### config.mk
export PLATFORM = sky130hd
export DESIGN_NAME = bsr_chain
export DESIGN_NICKNAME = d
export VERILOG_FILES = /design/src/rtl/bsr_pkg.sv /design/src/rtl/bsr_cap_cell.sv /design/src/rtl/bsr_upd_stage.sv /design/src/rtl/bsr_pin_drv.sv /design/src/rtl/bsr_chain.sv
export SDC_FILE = /design/constraint.sdc
export NUM_CORES = 1
export LEC_CHECK = 0
export BUFFER_PORTS_ARGS = -buffer_cell sky130_fd_sc_hd__clkbuf_2
export CORE_MARGIN = 1
export CORE_UTILIZATION = 45
export DETAILED_ROUTE_END_ITERATION = 16
export GPL_ROUTABILITY_DRIVEN = 0
export PLACE_DENSITY = 0.76
export SLEW_MARGIN = 20
export SYNTH_ARGS = -nofsm -noshare
export SYNTH_HDL_FRONTEND = slang
export SYNTH_SLANG_ARGS = --single-unit
### constraint.sdc
create_clock -name clk -period 2.3 [get_ports clk]
set_clock_uncertainty 0.1 [all_clocks]
set_input_delay 0.23 -clock clk [delete_from_list [all_inputs] [get_ports clk]]
set_output_delay 0.23 -clock clk [all_outputs]
set_load 0.01 [all_outputs]
### src/rtl/bsr_pkg.sv
package bsr_pkg;

    typedef enum logic [1:0] {
        BSR_OFF    = 2'b00,
        BSR_SAMPLE = 2'b01,
        BSR_EXTEST = 2'b10,
        BSR_HIGHZ  = 2'b11
    } bsr_mode_e;

    typedef struct packed {
        logic capture;
        logic shift;
        logic update;
    } bsr_strobe_t;

    function automatic logic bsr_selected(input bsr_mode_e m);
        return m != BSR_OFF;
    endfunction

    function automatic bsr_strobe_t bsr_gate(input bsr_mode_e m, input logic c,
                                             input logic s, input logic u);
        bsr_strobe_t r;
        r.capture = c & bsr_selected(m);
        r.shift   = s & bsr_selected(m);
        r.update  = u & bsr_selected(m);
        return r;
    endfunction

endpackage

### src/rtl/bsr_cap_cell.sv
module bsr_cap_cell (
    input  logic clk,
    input  logic rst,
    input  logic cap_en,
    input  logic shf_en,
    input  logic par_d,
    input  logic ser_d,
    output logic q
);
    always_ff @(posedge clk) begin
        if (rst)         q <= 1'b0;
        else if (cap_en) q <= par_d;
        else if (shf_en) q <= ser_d;
    end
endmodule

### src/rtl/bsr_upd_stage.sv
module bsr_upd_stage #(
    parameter int W = 4
) (
    input  logic         clk,
    input  logic         rst,
    input  logic         en,
    input  logic [W-1:0] d,
    output logic [W-1:0] q
);
    always_ff @(posedge clk) begin
        if (rst)     q <= '0;
        else if (en) q <= d;
    end
endmodule

### src/rtl/bsr_pin_drv.sv
module bsr_pin_drv
    import bsr_pkg::*;
#(
    parameter int W = 4
) (
    input  bsr_mode_e    mode,
    input  logic [W-1:0] func_out,
    input  logic [W-1:0] func_oe,
    input  logic [W-1:0] held,
    output logic [W-1:0] pad_out,
    output logic [W-1:0] pad_oe
);
    always_comb begin
        pad_out = func_out;
        pad_oe  = func_oe;
        case (mode)
            BSR_EXTEST: begin
                pad_out = held;
                pad_oe  = '1;
            end
            BSR_HIGHZ:  pad_oe = '0;
            default:    ;
        endcase
    end
endmodule

### src/rtl/bsr_chain.sv
module bsr_chain
    import bsr_pkg::*;
#(
    parameter int NUM_IN       = 4,
    parameter int NUM_OUT      = 4,
    parameter bit OUT_NEAR_TDO = 1'b1
) (
    input  logic               clk,
    input  logic               rst,
    input  logic [1:0]         mode,
    input  logic               capture_en,
    input  logic               shift_en,
    input  logic               update_en,
    input  logic               tdi,
    input  logic [NUM_IN-1:0]  pad_in,
    input  logic [NUM_OUT-1:0] func_out,
    input  logic [NUM_OUT-1:0] func_oe,
    output logic               tdo,
    output logic [NUM_OUT-1:0] pad_out,
    output logic [NUM_OUT-1:0] pad_oe
);
    localparam int CHAIN    = NUM_IN + NUM_OUT;
    localparam int OUT_BASE = OUT_NEAR_TDO ? 0 : NUM_IN;
    localparam int IN_BASE  = OUT_NEAR_TDO ? NUM_OUT : 0;

    bsr_mode_e   mode_e;
    bsr_strobe_t stb;
    logic [CHAIN-1:0]   cap_q;
    logic [CHAIN-1:0]   par_vec;
    logic [CHAIN-1:0]   ser_vec;
    logic [NUM_OUT-1:0] upd_q;

    assign mode_e  = bsr_mode_e'(mode);
    assign stb     = bsr_gate(mode_e, capture_en, shift_en, update_en);
    assign ser_vec = {tdi, cap_q[CHAIN-1:1]};
    assign tdo     = cap_q[0];

    for (genvar i = 0; i < NUM_OUT; i++) begin : g_out_map
        assign par_vec[OUT_BASE + i] = pad_out[i];
    end
    for (genvar j = 0; j < NUM_IN; j++) begin : g_in_map
        assign par_vec[IN_BASE + j] = pad_in[j];
    end

    for (genvar k = 0; k < CHAIN; k++) begin : g_cell
        bsr_cap_cell u_cell (
            .clk    (clk),
            .rst    (rst),
            .cap_en (stb.capture),
            .shf_en (stb.shift),
            .par_d  (par_vec[k]),
            .ser_d  (ser_vec[k]),
            .q      (cap_q[k])
        );
    end

    bsr_upd_stage #(.W(NUM_OUT)) u_upd (
        .clk (clk),
        .rst (rst),
        .en  (stb.update),
        .d   (cap_q[OUT_BASE +: NUM_OUT]),
        .q   (upd_q)
    );

    bsr_pin_drv #(.W(NUM_OUT)) u_drv (
        .mode     (mode_e),
        .func_out (func_out),
        .func_oe  (func_oe),
        .held     (upd_q),
        .pad_out  (pad_out),
        .pad_oe   (pad_oe)
    );
endmodule

* After elaboration in Yosys (flattened, before gate mapping)
Index checks and enable logic that the tools add are counted.
** Storage, ports and cells
- Flip-flop bits (word level) :: 12
- Bits in latches :: 0
- RAM bits :: 0
- Bits in read-only memories :: 0
- Bits of input ports :: 20
- Output and inout bits :: 9
- Word-level logic and storage cells :: 34
- Memories kept :: 0
** Cells by class
- Add/subtract/negate cells :: 0
- Multiply operators :: 0
- Divide/modulo/power cells :: 0
- $lt $le $gt $ge :: 0
- Equality and inequality tests :: 2
- Shift-type cells :: 0
- Mux-type cells :: 18
- Bitwise gates (word level) :: 3
- Reductions and logical operators :: 2
** Operators with widths (count)
- $mux 1 :: 16
- $pmux 4 s2 :: 1
- $eq 2x2->1 const B :: 2
- $mux 4 :: 1
- $reduce_bool 2->1 :: 2
- $and 1x1->1 :: 3

* Logic depth before layout (Yosys ltp)
- Depth in word-level cells :: 4
- Gate-level depth with buffers :: 5
- Gate-level depth less buffers :: 4

* Hierarchy
Synthesis repeated with hierarchy kept, for this count alone.
** Second synthesis, totals
- Cell total of the unflattened synthesis :: 70
- Area, all modules :: 695.7 µm²
** Modules (own cells, without submodules)
- bsr_cap_cell :: instances 8, cells each 5, area an instance 52.6 µm², seq. area each 20.0 µm²
- bsr_upd_stage :: instances 1, cells each 13, area an instance 140.1 µm², seq. area each 80.1 µm²
- bsr_pin_drv :: instances 1, cells each 14, area an instance 112.6 µm², seq. area each 0.0 µm²
- bsr_chain :: instances 1, cells each 3, area an instance 22.5 µm², seq. area each 0.0 µm²

* Worst setup path after synthesis
Ideal clock, no wire load.
- Path type :: input -> register
- From :: input mode[0]
- To :: register g_cell[2].u_cell.q
- Setup time :: 0.127 ns
- Data arrival time :: 1.058 ns
- Data required time :: 2.073 ns
- Path slack :: 1.015 ns
- Stages :: 5
- Buffers on the path :: 1
- Path through :: nand2b_1 -> buf_6 -> mux2_4 -> a221oi_2 -> nor2_1
** On the way
- Word-level cells in the longest chain between the ends :: 3
- Elaborated cells between the ends (all ways) :: 7
- Classes of those cells :: 1 x eq/ne; 2 x mux; 2 x bitwise; 2 x reduce/logical
** RTL lines
- start, declared :: RTL line bsr_chain.sv:10 : input logic [1:0] mode,
- $eq 2x2->1 :: RTL line bsr_pin_drv.sv:16 : case (mode)
- $mux 4 :: RTL line bsr_pin_drv.sv:16
- via g_cell[2].u_cell.par_d :: RTL line bsr_cap_cell.sv:6 : input logic par_d,
- $mux 1 :: RTL line bsr_cap_cell.sv:12 : else if (cap_en) q <= par_d;
- end signal, assigned :: RTL line bsr_cap_cell.sv:12
- end signal, assigned :: RTL line bsr_cap_cell.sv:13 : else if (shf_en) q <= ser_d;
- end, declared :: RTL line bsr_cap_cell.sv:8 : output logic q
The timed path passes the listed nets, and every way through them passes these cells.
A chain may end at the register's enable or synchronous reset.

* Worst setup path after layout
- From :: input mode[1]
- To :: output pad_out[1]
** On the way
- Word-level cells in the longest chain between the ends :: 2
** RTL lines
- $eq 2x2->1 :: RTL line bsr_pin_drv.sv:16
- $mux 4 :: RTL line bsr_pin_drv.sv:16
- end, declared :: RTL line bsr_chain.sv:19 : output logic [NUM_OUT-1:0] pad_out,
No other way between the ends.

==> results.tsv <==
metric	value	unit
finalSetupViolations	0	
place_ws	0.662	ns
drt_wl_total	1.40	mm
htreeDepth	1	
yosysWarnings	0	
area_growth	16.7	%
grt_antenna_before_repair	0	
status	complete, no violations	
synth_cells	85	
vias	648	
crit_type	in2out	
dpl-instance-area	783	µm²
ys_seq_elements	12	
arrival	1.11	ns
fmaxAchievable	0.693	GHz
syn_area_per_cell	8.13	µm²
dp_hpwl	1.08	mm
min_path_type	in2reg	
startpoint	mode[1]	
crit_fanout	8	
postCtsSetupRepairBufs	0	
synth_most_common_cell	dfxtp_1	
reg2reg_depth	3	
grt_usage	0.204	
cts-root-buf	clkbuf_4	
finish.utilization	0.590	
first_pass_iters	4	
die-area	0.00170	mm²
synth_common_cells	dfxtp_1, nand2_1, nor2_1, o21ai_0	
ant_nets	0	
cts_resized	0	
async_flop_share	0	
max_slew_margin	0.436	
top_level_ports	29	
power	0.452	mW
max_cap_viol_count	0	
fin_area	806	µm²
period_needed	1.44	ns
core-area	0.00137	mm²
ir_worst_vdd	0.231	mV
io_buffers	28	
route.detailed.drc	0	
clk_pin_slew	0.08	ns
grt_pass1_wl	2.15	mm
ctsLongestPathBuffers	2	
antenna_cells	0	
drtIter0Drc	10	
reg2reg_to	g_cell[2].u_cell.q	
leakagePower	0.382	nW
synth_nets	105	
grt_setup_unrepaired	false	
worst_pin_slew	0.840	ns
synth_top_area_cell	dfxtp_1	
finalMaxSlewViolations	0	
setup_tns	0	ns
min_period_over_period	0.627	
rows	13	
hold_depth	3	
yosysTopAreaCellShare	0.348	
synth_flop_cell	dfxtp_1	
globalRoute.totalOverflow	0	
ys_seq_area_frac	0.348	
grt_start_max_net_pins	16	
cts_hold_buf	0	
layout.nets	129	
worst_slack	0.858	ns
die_h	41.2	µm
crit_end	pad_out[1]	
start_kind	primary input	
synth-edff-count	0	
cts_buffers	3	
end_kind	primary output	
finalHoldViolCount	0	
timing.rr.start	u_upd.q[2]	
dieWidth	41.2	µm
grt_pass1_vias	533	
drive_gt1_frac	0.364	
clock_sinks	12	
synth.cell_area	691	µm²
synth.area.top_cells	dfxtp_1, nand2_1, nor2_1	
rrSetupSlack	1.14	ns
synth.distinct_cells	28	
initial_core_util	0.505	
cp_data_required_time	1.97	ns
routedWlPerCell	11.5	µm
power.density	561	mW/mm²
vias_per_cell	5.31	
tritoncts	yes	
clk_latency	0.27	ns
-- cells in the final DEF, fill, tap and decap left out, types with 2 or more instances in the layout --
master    instances
o41ai_1           2
inv_1             4
a22oi_1           3
nand3_1           4
nor2_1           10
nand3b_1          3
nand2_1          11
clkbuf_4          3
a21oi_1           4
o21ai_0           7
dfxtp_1          12
clkbuf_2         28
mux2_2            3
-- how the worst min path moves through the flow --
stage	start	to	slack (ns)
2_1_floorplan	rst	g_cell[0].u_cell.q	0.23
4_1_cts	update_en	u_upd.q[3]	0.15
5_1_grt	update_en	u_upd.q[2]	0.17
6_report	update_en	u_upd.q[3]	0.15
3_3_place_gp	u_upd.q[3]	u_upd.q[3]	0.34
3_5_place_dp	u_upd.q[3]	u_upd.q[3]	0.35
-- per-layer routing --
layer / wire [µm] / vias up / global-route usage
li1: - / 335 / -
met1: 628 / 284 / 0.235
met2: 702 / 29 / 0.328
met3: 74 / 0 / 0.0652
met4: 0 / 0 / 0.113
met5: 0 / - / 0
-- cell type report --
cell class	count	area, µm²
Clock buffer	3	22.5
Timing Repair Buffer	28	140
Inverter	4	15.0
Tap cell	15	18.8
Multi-Input combinational cell	60	369
Sequential cell	12	240
Fill cell	144	561
-- sequential cells by signal, indices dropped and copies added, names as in the netlist --
register / cells
g_cell.u_cell.q: 8
u_upd.q: 4
-- where the power goes --
group / total, mW / switching (mW) / internal [mW]
sequential: 0.227 / 0.00803 / 0.219
combinational: 0.0973 / 0.0527 / 0.0445
clock: 0.127 / 0.0669 / 0.0606
total: 0.452 / 0.128 / 0.325
-- kinds of logic (layout without fill, tap and decap cells) --
family | count (synthesis) | after routing | synth area share
compound gates | 20 | 20 | 0.201
buf+inv | 13 | 35 | 0.118
flops | 12 | 12 | 0.348
mux | 4 | 4 | 0.0706
simple gates | 36 | 36 | 0.263
-- per-stage QoR --
stage          cells  hold WS, ns
2_1_floorplan     85        0.231
3_3_place_gp     119        0.343
3_5_place_dp     119        0.348
4_1_cts          122        0.151
5_1_grt          122        0.172
6_report         122        0.150
-- critical path: stages --
cell and delay, ns:
clkbuf_2 0.11, nand2b_1 0.24, mux2_2 0.40, clkbuf_2 0.13
Note: power is estimated with default switching activity, not from simulation.
